**config.mk**
```make
export PLATFORM = sky130hd
export DESIGN_NAME = tdm_codec_slot
export DESIGN_NICKNAME = d
export VERILOG_FILES = /design/src/rtl/tdm_codec_pkg.sv /design/src/rtl/tdm_frame_timer.sv /design/src/rtl/tdm_slot_tx.sv /design/src/rtl/tdm_slot_rx.sv /design/src/rtl/tdm_codec_slot.sv
export SDC_FILE = /design/constraint.sdc
export NUM_CORES = 1
export LEC_CHECK = 0
export BUFFER_PORTS_ARGS = -buffer_cell sky130_fd_sc_hd__buf_2
export CAP_MARGIN = 20
export CORE_UTILIZATION = 60
export DETAILED_ROUTE_END_ITERATION = 8
export PLACE_DENSITY_LB_ADDON = 0.15
export SETUP_SLACK_MARGIN = 0.3
export SYNTH_ARGS = -nofsm -noshare
export SYNTH_HDL_FRONTEND = slang
export SYNTH_SLANG_ARGS = --single-unit
```
**constraint.sdc**
```tcl
create_clock -name clk -period 4.5 [get_ports clk]
set_input_delay 0.9 -clock clk [delete_from_list [all_inputs] [get_ports clk]]
set_output_delay 0.9 -clock clk [all_outputs]
set_load 0.005 [all_outputs]
```
**src/rtl/tdm_codec_pkg.sv**
```systemverilog
package tdm_codec_pkg;

  // Slot codes as carried on the configuration inputs.
  typedef enum logic [1:0] {
    SEL_IC1 = 2'b00,
    SEL_IC2 = 2'b01,
    SEL_B1  = 2'b10,
    SEL_B2  = 2'b11
  } slot_sel_e;

  typedef struct packed {
    slot_sel_e sel;
    logic      rev;
    logic      term;
    logic      loop;
  } slot_cfg_t;

  // True for the intra-chip slots, which sit in the second subframe.
  function automatic logic is_intra(input slot_sel_e sel);
    return (sel == SEL_IC1) || (sel == SEL_IC2);
  endfunction

  // Frame byte index of a slot; intra-chip slots start one subframe in.
  function automatic int slot_offset(input slot_sel_e sel, input int sub_bytes);
    int base;
    base = is_intra(sel) ? sub_bytes : 0;
    return base + (((sel == SEL_IC2) || (sel == SEL_B2)) ? 1 : 0);
  endfunction

  // The block drives the downstream line only for a reversed intra-chip slot in terminal mode.
  function automatic logic drives_down(input slot_cfg_t cfg);
    return is_intra(cfg.sel) && cfg.rev && cfg.term;
  endfunction

endpackage

```
**src/rtl/tdm_frame_timer.sv**
```systemverilog
module tdm_frame_timer #(
  parameter int DATA_W      = 8,
  parameter int FRAME_BYTES = 12,
  localparam int BIT_W  = $clog2(DATA_W),
  localparam int BYTE_W = $clog2(FRAME_BYTES)
) (
  input  logic              clk,
  input  logic              rst_n,
  input  logic              dcl,
  input  logic              fsc,
  output logic              rise,
  output logic              fall,
  output logic              resync,
  output logic              frame_start,
  output logic              nxt_phase,
  output logic [BIT_W-1:0]  nxt_bit,
  output logic [BYTE_W-1:0] nxt_byte,
  output logic              cur_phase,
  output logic [BIT_W-1:0]  cur_bit,
  output logic [BYTE_W-1:0] cur_byte
);

  localparam logic [BIT_W-1:0]  LAST_BIT  = BIT_W'(DATA_W - 1);
  localparam logic [BYTE_W-1:0] LAST_BYTE = BYTE_W'(FRAME_BYTES - 1);

  logic dcl_q;
  logic fsc_at_rise;

  assign rise   = dcl & ~dcl_q;
  assign fall   = ~dcl & dcl_q;
  assign resync = rise & fsc & ~fsc_at_rise;

  // Next bus position, applied on each rising data-clock edge.
  always_comb begin
    nxt_phase = cur_phase;
    nxt_bit   = cur_bit;
    nxt_byte  = cur_byte;
    if (rise) begin
      if (resync) begin
        nxt_phase = 1'b0;
        nxt_bit   = '0;
        nxt_byte  = '0;
      end else if (!cur_phase) begin
        nxt_phase = 1'b1;
      end else begin
        nxt_phase = 1'b0;
        if (cur_bit == LAST_BIT) begin
          nxt_bit  = '0;
          nxt_byte = (cur_byte == LAST_BYTE) ? '0 : cur_byte + 1'b1;
        end else begin
          nxt_bit = cur_bit + 1'b1;
        end
      end
    end
  end

  assign frame_start = rise && !nxt_phase && (nxt_bit == '0) && (nxt_byte == '0);

  always_ff @(posedge clk or negedge rst_n) begin
    if (!rst_n) begin
      dcl_q       <= 1'b0;
      fsc_at_rise <= 1'b0;
      cur_phase   <= 1'b1;
      cur_bit     <= LAST_BIT;
      cur_byte    <= LAST_BYTE;
    end else begin
      dcl_q <= dcl;
      if (rise) fsc_at_rise <= fsc;
      cur_phase <= nxt_phase;
      cur_bit   <= nxt_bit;
      cur_byte  <= nxt_byte;
    end
  end

endmodule

```
**src/rtl/tdm_slot_tx.sv**
```systemverilog
module tdm_slot_tx #(
  parameter int DATA_W = 8,
  parameter int BIT_W  = 3,
  parameter int BYTE_W = 4
) (
  input  logic              clk,
  input  logic              rst_n,
  input  logic              rise,
  input  logic              frame_start,
  input  logic [BIT_W-1:0]  nxt_bit,
  input  logic [BYTE_W-1:0] nxt_byte,
  input  logic [BYTE_W-1:0] slot_nx,
  input  logic              down_nx,
  input  logic [DATA_W-1:0] codec_tx,
  output logic              dd_en,
  output logic              du_en,
  output logic              tx_bit
);

  logic [DATA_W-1:0] hold;
  logic [DATA_W-1:0] hold_nx;
  logic              in_slot_nx;

  assign hold_nx    = frame_start ? codec_tx : hold;
  assign in_slot_nx = (nxt_byte == slot_nx);

  always_ff @(posedge clk or negedge rst_n) begin
    if (!rst_n) begin
      hold   <= '0;
      dd_en  <= 1'b0;
      du_en  <= 1'b0;
      tx_bit <= 1'b1;
    end else if (rise) begin
      hold   <= hold_nx;
      dd_en  <= in_slot_nx & down_nx;
      du_en  <= in_slot_nx & ~down_nx;
      tx_bit <= in_slot_nx ? hold_nx[BIT_W'(DATA_W - 1) - nxt_bit] : 1'b1;
    end
  end

endmodule

```
**src/rtl/tdm_slot_rx.sv**
```systemverilog
module tdm_slot_rx #(
  parameter int DATA_W = 8,
  parameter int BIT_W  = 3,
  parameter int BYTE_W = 4
) (
  input  logic              clk,
  input  logic              rst_n,
  input  logic              fall,
  input  logic              cur_phase,
  input  logic [BIT_W-1:0]  cur_bit,
  input  logic [BYTE_W-1:0] cur_byte,
  input  logic [BYTE_W-1:0] slot_q,
  input  logic              down_q,
  input  logic              loop_q,
  input  logic              tx_bit,
  input  logic              dd_in,
  input  logic              du_in,
  output logic [DATA_W-1:0] rx_data,
  output logic              rx_valid
);

  logic [DATA_W-2:0] shreg;
  logic              bit_in;
  logic              take;

  // Loopback takes the bit being driven; otherwise the line opposite the driven one.
  assign bit_in = loop_q ? tx_bit : (down_q ? du_in : dd_in);
  assign take   = fall && cur_phase && (cur_byte == slot_q);

  always_ff @(posedge clk or negedge rst_n) begin
    if (!rst_n) begin
      shreg    <= '0;
      rx_data  <= '0;
      rx_valid <= 1'b0;
    end else begin
      rx_valid <= 1'b0;
      if (take) begin
        shreg <= {shreg[DATA_W-3:0], bit_in};
        if (cur_bit == BIT_W'(DATA_W - 1)) begin
          rx_data  <= {shreg, bit_in};
          rx_valid <= 1'b1;
        end
      end
    end
  end

endmodule

```
**src/rtl/tdm_codec_slot.sv**
```systemverilog
module tdm_codec_slot
  import tdm_codec_pkg::*;
#(
  parameter int DATA_W         = 8,
  parameter int FRAME_BYTES    = 12,
  parameter int SUBFRAME_BYTES = 4
) (
  input  logic              clk,
  input  logic              rst_n,
  input  logic              dcl,
  input  logic              fsc,
  input  logic              dd_in,
  input  logic              du_in,
  output logic              dd_en,
  output logic              du_en,
  output logic              tx_bit,
  input  logic [1:0]        cfg_slot,
  input  logic              cfg_reverse,
  input  logic              term_mode,
  input  logic              cfg_loopback,
  input  logic [DATA_W-1:0] codec_tx,
  output logic [DATA_W-1:0] codec_rx,
  output logic              codec_rx_valid
);

  localparam int BIT_W  = $clog2(DATA_W);
  localparam int BYTE_W = $clog2(FRAME_BYTES);

  logic              rise, fall, resync, frame_start;
  logic              nxt_phase, cur_phase;
  logic [BIT_W-1:0]  nxt_bit, cur_bit;
  logic [BYTE_W-1:0] nxt_byte, cur_byte;

  slot_cfg_t cfg_in, cfg_q, cfg_nx;
  logic [BYTE_W-1:0] slot_nx, slot_q;
  logic              down_nx, down_q;

  // Named internal events for the checker.
  logic cfg_intra_q, cfg_rev_q, cfg_term_q, at_frame_head;

  tdm_frame_timer #(
    .DATA_W     (DATA_W),
    .FRAME_BYTES(FRAME_BYTES)
  ) u_timer (
    .clk        (clk),
    .rst_n      (rst_n),
    .dcl        (dcl),
    .fsc        (fsc),
    .rise       (rise),
    .fall       (fall),
    .resync     (resync),
    .frame_start(frame_start),
    .nxt_phase  (nxt_phase),
    .nxt_bit    (nxt_bit),
    .nxt_byte   (nxt_byte),
    .cur_phase  (cur_phase),
    .cur_bit    (cur_bit),
    .cur_byte   (cur_byte)
  );

  assign cfg_in = '{sel: slot_sel_e'(cfg_slot), rev: cfg_reverse,
                    term: term_mode, loop: cfg_loopback};
  assign cfg_nx = frame_start ? cfg_in : cfg_q;

  always_ff @(posedge clk or negedge rst_n) begin
    if (!rst_n) cfg_q <= '{sel: SEL_IC1, rev: 1'b0, term: 1'b0, loop: 1'b0};
    else if (frame_start) cfg_q <= cfg_in;
  end

  assign slot_nx = BYTE_W'(slot_offset(cfg_nx.sel, SUBFRAME_BYTES));
  assign slot_q  = BYTE_W'(slot_offset(cfg_q.sel, SUBFRAME_BYTES));
  assign down_nx = drives_down(cfg_nx);
  assign down_q  = drives_down(cfg_q);

  assign cfg_intra_q   = is_intra(cfg_q.sel);
  assign cfg_rev_q     = cfg_q.rev;
  assign cfg_term_q    = cfg_q.term;
  assign at_frame_head = !cur_phase && (cur_bit == '0) && (cur_byte == '0);

  tdm_slot_tx #(
    .DATA_W(DATA_W),
    .BIT_W (BIT_W),
    .BYTE_W(BYTE_W)
  ) u_tx (
    .clk        (clk),
    .rst_n      (rst_n),
    .rise       (rise),
    .frame_start(frame_start),
    .nxt_bit    (nxt_bit),
    .nxt_byte   (nxt_byte),
    .slot_nx    (slot_nx),
    .down_nx    (down_nx),
    .codec_tx   (codec_tx),
    .dd_en      (dd_en),
    .du_en      (du_en),
    .tx_bit     (tx_bit)
  );

  tdm_slot_rx #(
    .DATA_W(DATA_W),
    .BIT_W (BIT_W),
    .BYTE_W(BYTE_W)
  ) u_rx (
    .clk      (clk),
    .rst_n    (rst_n),
    .fall     (fall),
    .cur_phase(cur_phase),
    .cur_bit  (cur_bit),
    .cur_byte (cur_byte),
    .slot_q   (slot_q),
    .down_q   (down_q),
    .loop_q   (cfg_q.loop),
    .tx_bit   (tx_bit),
    .dd_in    (dd_in),
    .du_in    (du_in),
    .rx_data  (codec_rx),
    .rx_valid (codec_rx_valid)
  );

endmodule

```
==> metrics.txt, run 1 <==
outcome=finished clean; post-route insts no fill=257; Fin Setup TNS=0 ns; Slew headroom=40.6%; Final Core Density=72.9%; Skew-Pair Late Insertion Delay=0.35 ns; final hold viol count=0; First DRT Iteration DRCs=169; clock period minus worst slack=3.10 ns; clk slew on worst S/H paths=0.11 ns; Peak Freq=322 MHz; Warnings, synthesis=0; Async S/R FF share, synth=100%; Hold Slack=0.498 ns; pre-CTS setup slack=1.42 ns; crit path max fanout=19; DIE AREA=3670 um^2; GPL Wtd Cong=0.938; Setup WS post-layout=1.40 ns; CP endpoint kind=flop; via count of the first global-routing pass=1,444; count of cell types in the netlist=49; EDFF count, synth=0; DR DRC count=0; largest family of logic cells by synthesized area=simple AND/OR/NAND/NOR gates; # IOs=31; H-tree lvl count=2; # hold bufs at CTS=0; post-cts repair resize count=0; RSZ-0062 raised after global routing=false; top cells by area, synth=dfrtp_1, mux2_2, dfstp_2, nand2_1, mux2_4; syn nets=201; final wirelength=3850 um; Avg Synthesized Cell Area=11.5 um^2; max-slew violations=0; Root Buffer=clkbuf_4; Pwr Density=455 nW/um^2; Least-Margin Pin Slew=0.892 ns; peak supply drop=0.298 mV; ys flop type=dfrtp_1; Simple-Gate Fraction of Synth Area=16.6%; first-pass detailed-route iteration total=4; Synth Area in Adders=1.82%; core area=3150 um^2; initial antenna violation count=0; post-synthesis compound-gate area fraction=10.9%; synthesized area=2060 um^2; leakage power=1.18 nW; vias per cell=5.75; final setup vio count=0; Hold Crit Class=reg2reg; Initial Util=65.3%; Fillers=234; total track usage=24.8%; Buffers on Ports=30; clock sinks=42; XOR/XNOR share of the synthesized area=0.851%; die height=60.6 um; DRT antenna net count=0; Startpoint Class=flop; DP Area=2240 um^2; max_cap viols=0; share of cells above drive strength 1=36.6%; Synth area leader=dfrtp_1; routed vias=1,479; ant diodes=0; post-DP HPWL=2810 um; #FFs+latches synth=42; pin count of the biggest net entering global routing=43; WL/cell=15.0 um; total power draw=1.05 mW; Final period util=68.9%; post-route cell area=2300 um^2; sequential standard cell area=1060 um^2; multi-input logic area=943 um^2; NumNets Final=234; Synth top area share=41.3%; Max Buffers Root-to-Sink=2; crit path DAT=3.37 ns; part of the Yosys area used for sequential elements=51.5%; mux share of post-synthesis cell area=15.6%; Cells after Synth=179; Post-CTS Setup Inserts=0; Req. time, crit path=4.77 ns; Crit Path Class=reg2reg; first-pass GRT wire length=6570 um; Remaining Overflow, GRT=0; CTS tree=done; Placed Cells=249; CTS Buf Count=5; Die W=60.6 um; area grow syn2layout=11.6%; FP Rows=20; Final Skew=0.00980 ns
registers in the layout, indices dropped and copies added (netlist names):
register	cells
u_rx.rx_valid	1
cfg_rev_q	1
u_tx.tx_bit	1
u_timer.dcl_q	1
u_timer.cur_byte	4
u_tx.hold	8
u_timer.cur_bit	3
cfg_term_q	1
u_tx.dd_en	1
cfg_q	3
u_tx.du_en	1
u_rx.shreg	7
u_timer.fsc_at_rise	1
u_timer.cur_phase	1
u_rx.rx_data	8
cell families after synthesis:
logic type / count (synthesis)
DFF: 42
and+or+nand+nor: 64
AOI/OAI and AO/OA: 27
adders and majority gates: 3
buffers and inverters: 13
muxes: 28
xor gates and xnor gates: 2
layer usage:
metal / up-vias / global-route usage (%) / wire, um
met2: 47 / 37.8 / 1840
met3: 9 / 6.82 / 221
li1: 702 / - / -
met5: - / 0 / 0
met4: 0 / 10.1 / 60
met1: 721 / 33.8 / 1730
synthesized netlist by cell type (3+ instances only):
cell       n
dfstp_2    8
inv_1      8
nand2_1   28
mux2_2    21
ha_1       3
o211ai_1   3
nor2b_1    4
nor2_1     9
dfrtp_1   34
nor3_1     6
mux2_4     3
o21ai_0    3
mux2i_1    4
a211o_1    4
power by group:
group	internal, mW	total, mW	switching (mW)	leakage [nW]
Clock	0.0614	0.180	0.118	0.0322
Combinational	0.163	0.311	0.149	0.620
Sequential	0.486	0.556	0.0699	0.524
Total	0.710	1.05	0.337	1.18
final timing paths:
check	from	end	slack [ns]	cells after the start
max	u_timer.cur_bit[0]	u_tx.tx_bit	1.40	9
min	u_tx.hold[3]	u_tx.hold[3]	0.50	2
max reg2reg	u_timer.cur_bit[0]	u_tx.tx_bit	1.40	9
min reg2reg	u_tx.hold[3]	u_tx.hold[3]	0.50	2
max in group asynchronous	rst_n	u_tx.hold[7]	3.29	1
min in group asynchronous	rst_n	u_timer.dcl_q	0.66	1
layout by cell type (no fill, tap or decap), drive strengths merged, types with 2 or more instances in the layout:
cell,synthesis,layout
dfrtp,34,34
buf,3,30
nand2,28,28
mux2,24,24
nor2,9,9
inv,8,8
dfstp,8,8
nor3,6,6
clkbuf,1,6
mux2i,4,4
nor2b,4,4
a211o,4,4
o211ai,3,3
o21ai,3,3
ha,3,3
or2,3,3
clkinv,1,3
a21o,2,2
a21oi,2,2
nand2b,2,2
o22ai,2,2
nand3b,2,2
layout make-up:
| type | count | share of cell area, % |
|---|---|---|
| sequential | 42 | 46.2 |
| multi-input combinational | 124 | 41.0 |
| timing repair buffer | 30 | 6.53 |
| tap | 44 | 2.40 |
| clock buffer | 6 | 1.80 |
| inverter | 9 | 1.47 |
| clock inverter | 2 | 0.599 |
worst max-delay path, stage by stage (launching register included):
cell      delay, ns
dfstp_2        0.58
ha_1           0.16
ha_1           0.31
nand4b_1       0.27
nor4bb_2       0.39
or2_4          0.20
nand3b_4       0.28
mux2_2         0.41
nor3_1         0.26
a41oi_1        0.16
(Power assumes the default switching activity.)
==> inputs of run 2 (changes only) <==
- ABC_AREA: not set -> 1
- CORE_UTILIZATION: 60 -> 56
- clock period: 4.5 -> 2.9 ns (I/O delays scaled with it)
==> run 2 against run 1 <==
Compared with the run above: sequential cell count unchanged; die area up 13%; via count up 23%; sequential power up 71%; count of clock-buffer cells in the layout up 1; combinational power rose to 3.0 times the previous value; core utilization down 3.1 points; critical path type unchanged.
==> metrics.txt, run 2 <==
outcome=finished clean; Startpoint Class=flop; Max Buffers Root-to-Sink=2; final setup vio count=0; first-pass GRT wire length=7160 um; H-tree lvl count=2; # hold bufs at CTS=0; ant diodes=0; GPL Wtd Cong=0.834; part of the Yosys area used for sequential elements=48.8%; final wirelength=4320 um; DRT antenna net count=0; Cells after Synth=263; clk slew on worst S/H paths=0.08 ns; Final period util=85.0%; Critical R2R Launch=u_timer.cur_bit[0]; top cells by area, synth=dfrtp_1, nand2_1, dfstp_2, inv_1, nand3_1; vias per cell=5.16; Crit Path Class=reg2reg; first-pass detailed-route iteration total=4; Warnings, synthesis=0; max-slew violations=0; Die W=64.3 um; Synth top area share=39.1%; leakage power=1.35 nW; DIE AREA=4140 um^2; clock period minus worst slack=2.47 ns; Slew headroom=40.3%; routed vias=1,825; most frequent cells in the layout=nand2_1, inv_1, dfrtp_1; Buffers on Ports=30; Root Buffer=clkbuf_8; die height=64.3 um; synthesized area=2180 um^2; area grow syn2layout=18.4%; total track usage=22.9%; Initial Util=59.0%; synth cell count leaders=nand2_1, inv_1, dfrtp_1, nand3_1, o21ai_0; clock sinks=42; Top Registers=u_rx.rx_data x8, u_tx.hold x8, u_rx.shreg x7; crit path DAT=2.65 ns; Avg Synthesized Cell Area=8.27 um^2; worst r2r dst=u_tx.du_en; RSZ-0062 raised after global routing=true; most common cell in the netlist=nand2_1; share of cells above drive strength 1=26.5%; FF-to-FF path depth=14; Async S/R FF share, synth=100%; beginning of the critical path=u_timer.cur_bit[0]; max_cap viols=0; Critical Path Sink=u_tx.du_en; Fillers=311; CTS Buf Count=5; pin count of the biggest net entering global routing=43; DR DRC count=0; Fin Setup TNS=0 ns; Final Core Density=69.8%; count of cell types in the netlist=33; FP Rows=22; Synth area leader=dfrtp_1; Hold Slack=0.409 ns; Least-Margin Pin Slew=0.895 ns; # IOs=31; First DRT Iteration DRCs=140; core area=3690 um^2; #FFs+latches synth=42; CP endpoint kind=flop; Hold Crit Class=in2async; crit path max fanout=7; initial antenna violation count=0; ys flop type=dfrtp_1; EDFF count, synth=0; peak supply drop=0.409 mV; final hold viol count=0; commonest non-fill, non-tap cell in the layout=nand2_1; syn nets=285; Peak Freq=406 MHz; R2R Setup Slk=0.43 ns; post-DP HPWL=3090 um; Remaining Overflow, GRT=0; WL/cell=12.2 um; Final Skew=0.00474 ns; NumNets Final=327; CTS tree=done; Skew-Pair Late Insertion Delay=0.29 ns; via count of the first global-routing pass=1,659; Req. time, crit path=3.08 ns; Pwr Density=884 nW/um^2
==> run 2: kinds of logic after synthesis <==
group           count (synthesis)  synth area share (%)
compound gates                 28                  7.07
xor+xnor                        1                 0.403
fa+ha+maj                       3                  1.73
buf+inv                        54                  10.4
flops                          42                  48.8
mux                             1                 0.518
simple gates                  134                  31.2
==> run 2: critical path: stages, from the launching register on <==
cell and delay (ns):
dfstp_2 0.56, ha_4 0.14, ha_4 0.16, nand4_1 0.19
nor2_1 0.15, nor2_1 0.05, nand2_1 0.09, nand2_2 0.07
nor2_4 0.15, buf_4 0.14, nand3_2 0.09, a21oi_1 0.28
nand2_1 0.08, o21ai_1 0.13, nand2_1 0.07
==> run 2: cell type report <==
cell class / instances / area [um^2] / share of cell area, %
multi-input combinational: 168 / 942 / 36.6
clock inverter: 1 / 5.00 / 0.194
timing repair buffer: 40 / 241 / 9.37
tap: 48 / 60.1 / 2.33
inverter: 48 / 180 / 6.99
sequential: 42 / 1060 / 41.2
clock buffer: 7 / 86.3 / 3.35
==> run 2: repair_timing <==
item | CTS | global route
setup buffers | 4 | 4
resized for setup | 1 | 9
endpoints found under the setup margin | 3 | 3
cloned | 0 | 1
pin swaps | 3 | 10
endpoints found under the hold margin | 0 | 0
==> run 2: worst min-delay path by stage <==
| stage | end | slack, ns |
|---|---|---|
| after floorplan | cfg_q[0] | 0.28 |
| after detailed placement | u_rx.rx_data[0] | 0.47 |
| after global placement | u_rx.rx_data[7] | 0.46 |
| final | u_rx.rx_data[7] | 0.41 |
| after CTS | u_rx.rx_data[7] | 0.44 |
| after global routing | u_rx.rx_data[7] | 0.48 |
==> run 2: metal layers <==
layer  GRT usage (%)  vias up  wire (um)
met5               0        -          0
met4            7.50        0         67
met3            4.82        7        168
met2            39.3       43       2140
met1            28.4      854       1940
li1                -      921          -
==> run 2: power breakdown <==
| part | internal (mW) | switching (mW) | leakage [nW] |
|---|---|---|---|
| Clock | 0.192 | 0.188 | 0.0482 |
| Sequential | 0.829 | 0.121 | 0.500 |
| Combinational | 0.390 | 0.558 | 0.804 |
==> run 2: through the flow <==
step	std cells	cell area, um^2	setup WS, ns	power [mW]
3_5_place_dp	337	2360	0.179	1.79
6_report	354	2580	0.435	2.28
4_1_cts	349	2480	0.350	2.20
2_1_floorplan	263	2180	0.657	1.57
3_3_place_gp	337	2360	0.315	1.77
5_1_grt	354	2580	0.244	2.47
